### config.mk
export PLATFORM = sky130hd
export DESIGN_NAME = led_status_drv
export DESIGN_NICKNAME = d
export VERILOG_FILES = /design/src/rtl/led_drv_pkg.sv /design/src/rtl/led_tick_gen.sv /design/src/rtl/led_blink_gen.sv /design/src/rtl/led_mode_map.sv /design/src/rtl/led_status_drv.sv
export SDC_FILE = /design/constraint.sdc
export NUM_CORES = 1
export LEC_CHECK = 0
export BUFFER_PORTS_ARGS = -buffer_cell sky130_fd_sc_hd__buf_2
export CELL_PAD_IN_SITES_DETAIL_PLACEMENT = 0
export CELL_PAD_IN_SITES_GLOBAL_PLACEMENT = 1
export CORE_ASPECT_RATIO = 0.6
export CORE_MARGIN = 8
export CORE_UTILIZATION = 35
export DETAILED_ROUTE_END_ITERATION = 8
export GPL_ROUTABILITY_DRIVEN = 0
export GPL_TIMING_DRIVEN = 0
export PLACE_DENSITY_LB_ADDON = 0.1
export SETUP_SLACK_MARGIN = 0.05
export SLEW_MARGIN = 20
export SYNTH_ARGS = -nofsm -noshare
export SYNTH_HDL_FRONTEND = slang
export SYNTH_HIERARCHICAL = 1
export SYNTH_SLANG_ARGS = --single-unit
### constraint.sdc
create_clock -name clk -period 3.3 [get_ports clk]
set_input_delay 0.165 -clock clk [delete_from_list [all_inputs] [get_ports clk]]
set_output_delay 0.165 -clock clk [all_outputs]
set_load 0.03 [all_outputs]
### src/rtl/led_drv_pkg.sv
package led_drv_pkg;

  typedef enum logic [1:0] {
    LEDM_LINKACT_SPEED = 2'b00,
    LEDM_LINK_ACT      = 2'b01,
    LEDM_RSVD_A        = 2'b10,
    LEDM_RSVD_B        = 2'b11
  } led_mode_e;

  // Active-high lamp requests produced by the mode decoder.
  typedef struct packed {
    logic lamp0;
    logic lamp1;
  } lamp_req_t;

endpackage

### src/rtl/led_tick_gen.sv
module led_tick_gen #(
  parameter int PRESCALE = 1250000
) (
  input  logic clk,
  input  logic rst,
  output logic tick
);

  generate
    if (PRESCALE <= 1) begin : g_every
      assign tick = 1'b1;
    end else begin : g_count
      localparam int CW = $clog2(PRESCALE);
      localparam logic [CW-1:0] LAST = CW'(PRESCALE - 1);
      logic [CW-1:0] cnt_q;

      assign tick = (cnt_q == LAST);

      always_ff @(posedge clk) begin
        if (rst) begin
          cnt_q <= '0;
        end else if (tick) begin
          cnt_q <= '0;
        end else begin
          cnt_q <= cnt_q + 1'b1;
        end
      end

      // ticks are isolated pulses when the divider exceeds one
      a_r8_tick_gap: assert property (@(posedge clk) disable iff (rst)
        tick |=> !tick);
      a_r8_cnt_bound: assert property (@(posedge clk) disable iff (rst)
        cnt_q <= LAST);
    end
  endgenerate

endmodule

### src/rtl/led_blink_gen.sv
module led_blink_gen #(
  parameter int HOLD_TOGGLES = 8
) (
  input  logic clk,
  input  logic rst,
  input  logic tick,
  input  logic strobe,
  output logic act_o,
  output logic lit_o
);

  localparam int HW = $clog2(HOLD_TOGGLES + 1);
  localparam logic [HW-1:0] HOLD_LOAD = HW'(HOLD_TOGGLES);

  logic [HW-1:0] hold_q, hold_d;
  logic          ph_q, ph_d;

  always_comb begin
    hold_d = hold_q;
    if (strobe) begin
      hold_d = HOLD_LOAD;
    end else if (tick && (hold_q != '0)) begin
      hold_d = hold_q - 1'b1;
    end
    if (hold_q == '0) begin
      ph_d = 1'b0;
    end else if (tick) begin
      ph_d = ~ph_q;
    end else begin
      ph_d = ph_q;
    end
  end

  // The outputs look at the state being written, so the output register
  // in the top shows the same edge's result.
  assign act_o = (hold_d != '0);
  assign lit_o = act_o & ~ph_d;

  always_ff @(posedge clk) begin
    if (rst) begin
      hold_q <= '0;
      ph_q   <= 1'b0;
    end else begin
      hold_q <= hold_d;
      ph_q   <= ph_d;
    end
  end

  // reset leaves the window closed and the phase lit-first
  a_r1_clear: assert property (@(posedge clk)
    rst |=> (hold_q == '0) && !ph_q);
  // the window never exceeds its load value
  a_r8_hold_bound: assert property (@(posedge clk) disable iff (rst)
    hold_q <= HOLD_LOAD);
  // the phase only moves on a tick
  a_r8_phase_quiet: assert property (@(posedge clk) disable iff (rst)
    (hold_q != '0 && !tick) |=> ph_q == $past(ph_q));
  // a strobe always reloads the full window
  a_r9_reload: assert property (@(posedge clk) disable iff (rst)
    strobe |=> hold_q == HOLD_LOAD);
  // an undisturbed tick shortens an open window by one
  a_r10_decay: assert property (@(posedge clk) disable iff (rst)
    (tick && !strobe && hold_q != '0) |=> hold_q == $past(hold_q) - 1'b1);

endmodule

### src/rtl/led_mode_map.sv
module led_mode_map
  import led_drv_pkg::*;
(
  input  led_mode_e mode,
  input  logic      link_up,
  input  logic      speed_100,
  input  logic      act,
  input  logic      lit,
  output lamp_req_t req
);

  always_comb begin
    req = '0;
    case (mode)
      LEDM_LINKACT_SPEED: begin
        req.lamp0 = link_up & (~act | lit);
        req.lamp1 = speed_100;
      end
      LEDM_LINK_ACT: begin
        req.lamp0 = link_up;
        req.lamp1 = lit;
      end
      default: req = '0;
    endcase
  end

endmodule

### src/rtl/led_status_drv.sv
module led_status_drv
  import led_drv_pkg::*;
#(
  parameter int PRESCALE     = 1250000,
  parameter int HOLD_TOGGLES = 8
) (
  input  logic       clk,
  input  logic       rst,
  input  logic       link_up,
  input  logic       speed_100,
  input  logic       act_strobe,
  input  logic [1:0] led_mode,
  output logic       led0_n,
  output logic       led1_n
);

  logic      tick;
  logic      act, lit;
  lamp_req_t req;

  led_tick_gen #(.PRESCALE(PRESCALE)) i_tick (
    .clk  (clk),
    .rst  (rst),
    .tick (tick)
  );

  led_blink_gen #(.HOLD_TOGGLES(HOLD_TOGGLES)) i_blink (
    .clk    (clk),
    .rst    (rst),
    .tick   (tick),
    .strobe (act_strobe),
    .act_o  (act),
    .lit_o  (lit)
  );

  led_mode_map i_map (
    .mode      (led_mode_e'(led_mode)),
    .link_up   (link_up),
    .speed_100 (speed_100),
    .act       (act),
    .lit       (lit),
    .req       (req)
  );

  always_ff @(posedge clk) begin
    if (rst) begin
      led0_n <= 1'b1;
      led1_n <= 1'b1;
    end else begin
      led0_n <= ~req.lamp0;
      led1_n <= ~req.lamp1;
    end
  end

  // reset forces both lamps off
  a_r1_pins_off: assert property (@(posedge clk)
    rst |=> led0_n && led1_n);
  // reserved codes keep both lamps off
  a_r7_reserved: assert property (@(posedge clk) disable iff (rst)
    led_mode[1] |=> led0_n && led1_n);
  // combined lamp stays dark with the link down
  a_r3_link_gate: assert property (@(posedge clk) disable iff (rst)
    (led_mode == 2'b00 && !link_up) |=> led0_n);
  // speed lamp in mode 00
  a_r2_speed: assert property (@(posedge clk) disable iff (rst)
    (led_mode == 2'b00) |=> led1_n == !$past(speed_100));
  // link-only lamp in mode 01
  a_r5_link_only: assert property (@(posedge clk) disable iff (rst)
    (led_mode == 2'b01) |=> led0_n == !$past(link_up));

endmodule

==> results.md, run 1 <==
* Outcome: complete, no violations
* Core Rows at 17
* Clk root buf: clkbuf_8
* Antenna Diode Count at 0
* Pwr dens at 371 nW/um2
* Largest net degree at the start of global routing at 15
* Initial DRT Pass Iterations at 4
* Placed wire-length estimate at 2.29 mm
* Required time worst endpoint at 3.48 ns
* Post-CTS Setup Bufs at 0
* Area Overhead vs Synth at 9.99%
* Period utilization at 90.5%
* Total routed wirelength at 3.01 mm
* Most common cell in the synthesized netlist: dfxtp_1
* Final Util at 41.0%
* Drt drc at 0
* CTS Buffer Depth at 2
* Fill count at 378
* Die height at 65.0 um
* CP Max Fanout at 6
* Worst slew margin at 71.5%
* Unrepaired setup endpoints after global routing: false
* First-pass GRT wire length at 4.95 mm
* Port-buffer cells at 8
* Slowest stage cell, crit path: or4_4
* CTS-repair resized insts at 0
* Synth area leader: dfxtp_1
* Crit. End Element: flop
* Pins over their slew limit at 0
* H-tree Lvls at 1
* Initial Utilization at 37.3%
* Worst skew pair latency at 0.28 ns
* Crit. Startpoint: i_tick/g_count.cnt_q[0]
* Synth area leaders: dfxtp_1 (40%), xnor2_1 (6.9%), nor2_2 (4.5%), nor2_1 (3.7%), nand4_1 (3.6%)
* Yosys reg bits at 28
* Vias at 1127
* WP data arrival at 3.17 ns
* Drt initial violations at 95
* Place WS at 0.339 ns
* CP Launch Type: flop
* DR WL/cell at 14.1 um
* Vias in the first global route at 999
* Dominant synthesized flop cell: dfxtp_1
* Min-Delay Startpoint: led_mode[1]
* Distinct cells, synth at 38
* Cell count after synthesis at 155
* Setup slack after layout at 0.314 ns
* Number of flops mapped to enable cells by yosys at 0
* Measured slew at the worst slew-check pin at 0.426 ns
* Setup-failing EPs final at 0
* Fraction of registers with async set/reset at 0%
* Setup TNS at 0 ns
* Initial antenna violation count at 0
* Skew final at 0.00788 ns
* Part of the Yosys area used for sequential elements at 40.0%
* CP Cell Sequence: ha_1 -> nand4_1 -> or4_4 -> nor2_1 -> nand2_2 -> mux2i_1 -> nand2_1 -> nor3b_2 -> nor3b_2 -> nand2b_1
* Post-Syn Nets at 164
* Worst r2r src: i_tick/g_count.cnt_q[0]
* Die width at 97.7 um
* TritonCTS buffer count at 3
* Hold Path Class: input port to flop
* Syn avg cell area at 9.05 um2
* Leak at 0.508 nW
* Crit path kind: flop to flop
* Core Region at 3760 um2
* Most used cell, CP: nor3b_2
* Share of cells above drive strength 1 at 18.7%
* Largest stage delay, worst path at 0.60 ns
* Synth Warn # at 6
* Cell area after synthesis at 1400 um2
* Clk sinks at 28
* GR Overflow Total at 0
* Worst Hold Slack at 0.108 ns
* ANT nets after route at 0
* Max rail drop VDD at 146 uV
* Total die area at 6360 um2
* Yosys top cell area share at 40.0%
* Vias per cell at 5.29
* Max-Cap Viols at 0
* CTS tree: done
* Nets@finish at 177
* Fmax at 335 MHz
* Clk pin slew, worst setup/hold paths at 0.10 ns
* Final Hold Fails at 0
* Gr usage total at 9.55%
* Synth cell count leaders: dfxtp_1 (28), nor2_1 (14), xnor2_1 (11)
* Hold Buf Count CTS at 0
* Post-layout min period at 2.99 ns
* Number of I/O pins at 9
[cell type report]
cell class	count	area (um2)	area share, %
multi-input cells	117	790	51.2
repair buffers	8	40.0	2.60
clock buffers	3	41.3	2.68
well taps	47	58.8	3.81
inverters	8	30.0	1.95
flip-flops and latches	28	561	36.3
plain buffers	2	22.5	1.46
[cells by family (layout without fill, tap and decap cells)]
kind of cell | Yosys count | in the layout | share of synthesized area (%)
AO/OA/AOI/OAI | 16 | 16 | 8.65
flip-flops | 28 | 28 | 40.0
XOR/XNOR | 16 | 16 | 9.99
buffers and inverters | 10 | 21 | 3.75
multiplexers | 3 | 3 | 2.14
AND/OR/NAND/NOR | 80 | 80 | 33.7
adder cells (fa/ha/maj) | 2 | 2 | 1.78
[critical path, delay by kind of cell, from the launching register on]
family / cells / cell delay [ns]
adders and majority gates: 1 / 0.28
muxes: 1 / 0.29
and+or+nand+nor: 8 / 1.94
DFF: 1 / 0.39
[path summary, 6_finish.rpt]
path                             endpoint  slack, ns  depth (start not counted)
setup / recovery                   led0_n       0.31                         10
hold / removal                     led0_n       0.11                          3
setup reg to reg                   led0_n       0.31                         10
hold reg to reg   i_tick/g_count.cnt_q[0]       0.48                          1
[flip-flops by register name, indices dropped and copies added (netlist names)]
register              flops
i_blink/hold_q            4
led1_n                    1
led0_n                    1
i_tick/g_count.cnt_q     21
i_blink/ph_q              1
[per-stage QoR]
step / cell area, um2 / cells / total power, mW
2_1_floorplan: 1400 / 155 / 0.380
3_3_place_gp: 1500 / 210 / 0.392
3_5_place_dp: 1500 / 210 / 0.393
4_1_cts: 1540 / 213 / 0.581
5_1_grt: 1540 / 213 / 0.596
6_report: 1540 / 213 / 0.573
[power breakdown]
group	switching [mW]	internal, mW
sequential	0.00539	0.343
combinational	0.0204	0.0165
clock	0.106	0.0821
[per-layer routing]
layer  up-vias  GRT usage, %  routed length [um]
li1        577             -                   -
met1       524          13.7                1740
met2        24          13.0                1070
met3         2          3.73                 191
met4         0          1.73                   9
met5         -             0                   0
[cells in the final DEF (no fill, tap or decap), types with 4 or more instances in the layout]
cell / n
nor3_1: 7
or3_1: 5
inv_1: 8
nor4_1: 4
buf_2: 8
nor2_1: 14
nor2_2: 10
dfxtp_1: 28
nand3_1: 6
a21oi_1: 5
xnor2_1: 11
nand2_1: 7
nand4_1: 8
xor2_1: 5
Note: power is estimated with default switching activity, not from simulation.
==> inputs of run 2 (changes only) <==
==> constraint.sdc (replaced) <==
create_clock -name clk -period 2.9 [get_ports clk]
set_input_delay 0.58 -clock clk [delete_from_list [all_inputs] [get_ports clk]]
set_output_delay 0.58 -clock clk [all_outputs]
set_load 0.03 [all_outputs]
==> results.md, run 2 (synthesis results as in run 1) <==
* DR WL/cell at 14.1 um (about the same)
* Initial Utilization at 37.3% (unchanged)
* Pins over their slew limit at 0 (unchanged)
* Hold Buf Count CTS at 0 (unchanged)
* CP Launch Type: flop
* Most frequent cells in the layout: dfxtp_1 (28), nor2_1 (13), xnor2_1 (11)
* Clk root buf: clkbuf_8
* Placed instance count at 210 (unchanged)
* Pwr dens at 418 nW/um2 (+13%)
* Vias in the first global route at 1000 (+0.10%)
* CTS Buffer Depth at 2 (unchanged)
* Skew final at 0.00843 ns (+0.000547 ns)
* Commonest non-fill, non-tap cell in the layout: dfxtp_1
* Number of I/O pins at 9 (unchanged)
* Worst slew margin at 78.5% (+7.0 points)
* Vias per cell at 5.25 (-0.73%)
* Core Region at 3760 um2 (unchanged)
* Fmax at 371 MHz (+11%)
* Post-layout min period at 2.70 ns (-0.291 ns)
* Crit path kind: flop to flop
* CP Max Fanout at 6 (unchanged)
* Initial DRT Pass Iterations at 4 (unchanged)
* Final Hold Fails at 0 (unchanged)
* Outcome: complete, no violations
* Total die area at 6360 um2 (unchanged)
* Area Overhead vs Synth at 11.1%
* Die height at 65.0 um (unchanged)
* Unrepaired setup endpoints after global routing: false
* Max rail drop VDD at 165 uV (+13%)
* Crit. End Element: flop
* Share of cells above drive strength 1 at 19.8% (+1.1 points)
* Drt drc at 0 (unchanged)
* Non-Filler Instances at 214 (+0.47%)
* Placed wire-length estimate at 2.29 mm (unchanged)
* Gr usage total at 9.57% (+0.023 points)
* GR Overflow Total at 0 (unchanged)
* Hold Path Class: flop to flop
* H-tree Lvls at 1 (unchanged)
* CTS tree: done
* Clk sinks at 28 (unchanged)
* Die width at 97.7 um (unchanged)
* Setup-failing EPs final at 0 (unchanged)
* Max-Cap Viols at 0 (unchanged)
* Fill count at 375 (-0.79%)
* Worst skew pair latency at 0.28 ns (about the same)
* Antenna Diode Count at 0 (unchanged)
* Nets@finish at 178 (+0.56%)
* R2R depth at 9 (-1)
* Largest register FFs at 21 (unchanged)
* Total routed wirelength at 3.02 mm (+0.43%)
* Period utilization at 92.9% (+2.5 points)
* TritonCTS buffer count at 3 (unchanged)
* Core Rows at 17 (unchanged)
* Setup TNS at 0 ns (unchanged)
* Port-buffer cells at 8 (unchanged)
* First-pass GRT wire length at 4.96 mm (+0.14%)
* ANT nets after route at 0 (unchanged)
* Clk pin slew, worst setup/hold paths at 0.10 ns (about the same)
* Initial antenna violation count at 0 (unchanged)
* Vias at 1124 (-0.27%)
* Required time worst endpoint at 3.08 ns (-0.40 ns)
* Measured slew at the worst slew-check pin at 0.320 ns (-0.106 ns)
* Biggest register: i_tick/g_count.cnt_q
* Drt initial violations at 85 (-11%)
* Top flop regs: i_tick/g_count.cnt_q: 21 flops, i_blink/hold_q: 4 flops
* Largest net degree at the start of global routing at 15 (unchanged)
* Hold path cells at 1 (-2)
* WP data arrival at 2.87 ns (-0.30 ns)
* Leak at 0.512 nW (+0.84%)
-- run 2: critical path: stages (launching register included) --
cell and delay (ns):
dfxtp_1 0.36, or4b_1 0.56, or4_4 0.59, nor2_4 0.20
nand2_2 0.12, mux2i_1 0.27, nand2_1 0.10, nor3b_2 0.17
nor3b_2 0.16, nand2b_1 0.07
-- run 2: final timing paths --
kind | slack (ns) | endpoint | start
worst max-delay path | 0.20 | led0_n | i_tick/g_count.cnt_q[13]
worst min-delay path | 0.48 | i_tick/g_count.cnt_q[0] | i_tick/g_count.cnt_q[0]
worst max register to register | 0.20 | led0_n | i_tick/g_count.cnt_q[13]
worst min register to register | 0.48 | i_tick/g_count.cnt_q[0] | i_tick/g_count.cnt_q[0]
-- run 2: metrics by stage --
stage,power [mW],worst slack (ns),cell area [um2],hold slack [ns],utilization (%)
3_3_place_gp,0.446,-0.0815,1500,0.450,39.9
5_1_grt,0.678,0.0730,1560,0.517,41.4
6_report,0.652,0.205,1560,0.476,41.4
2_1_floorplan,0.432,0.340,1400,0.435,-
3_5_place_dp,0.447,-0.0608,1500,0.454,39.9
4_1_cts,0.662,0.0524,1550,0.476,41.0
-- run 2: per-layer routing --
metal  routed length (um)  GRT usage [%]  vias up
met5                    0              0        -
met4                    9           1.73        0
met3                  155           3.73        2
met2                 1080           13.0       13
met1                 1780           13.7      531
li1                     -              -      578
-- run 2: layout make-up --
cell class	count	area [um2]	area share, %
sequential	28	561	36.0
inverter	8	30.0	1.93
multi-input combinational	117	797	51.2
buffer	2	22.5	1.45
tap	47	58.8	3.78
timing repair buffer	9	47.5	3.05
clock buffer	3	41.3	2.65
-- run 2: repair_timing --
action	in CTS	in global routing
gates resized for setup	1	1
pin swaps	1	1
buffers inserted	0	1
cloned	0	0
endpoints found under the setup margin	2	3
-- run 2: report_power, final --
| part | internal [mW] | switching (mW) |
|---|---|---|
| clock | 0.0934 | 0.120 |
| sequential | 0.390 | 0.00610 |
| combinational | 0.0188 | 0.0231 |
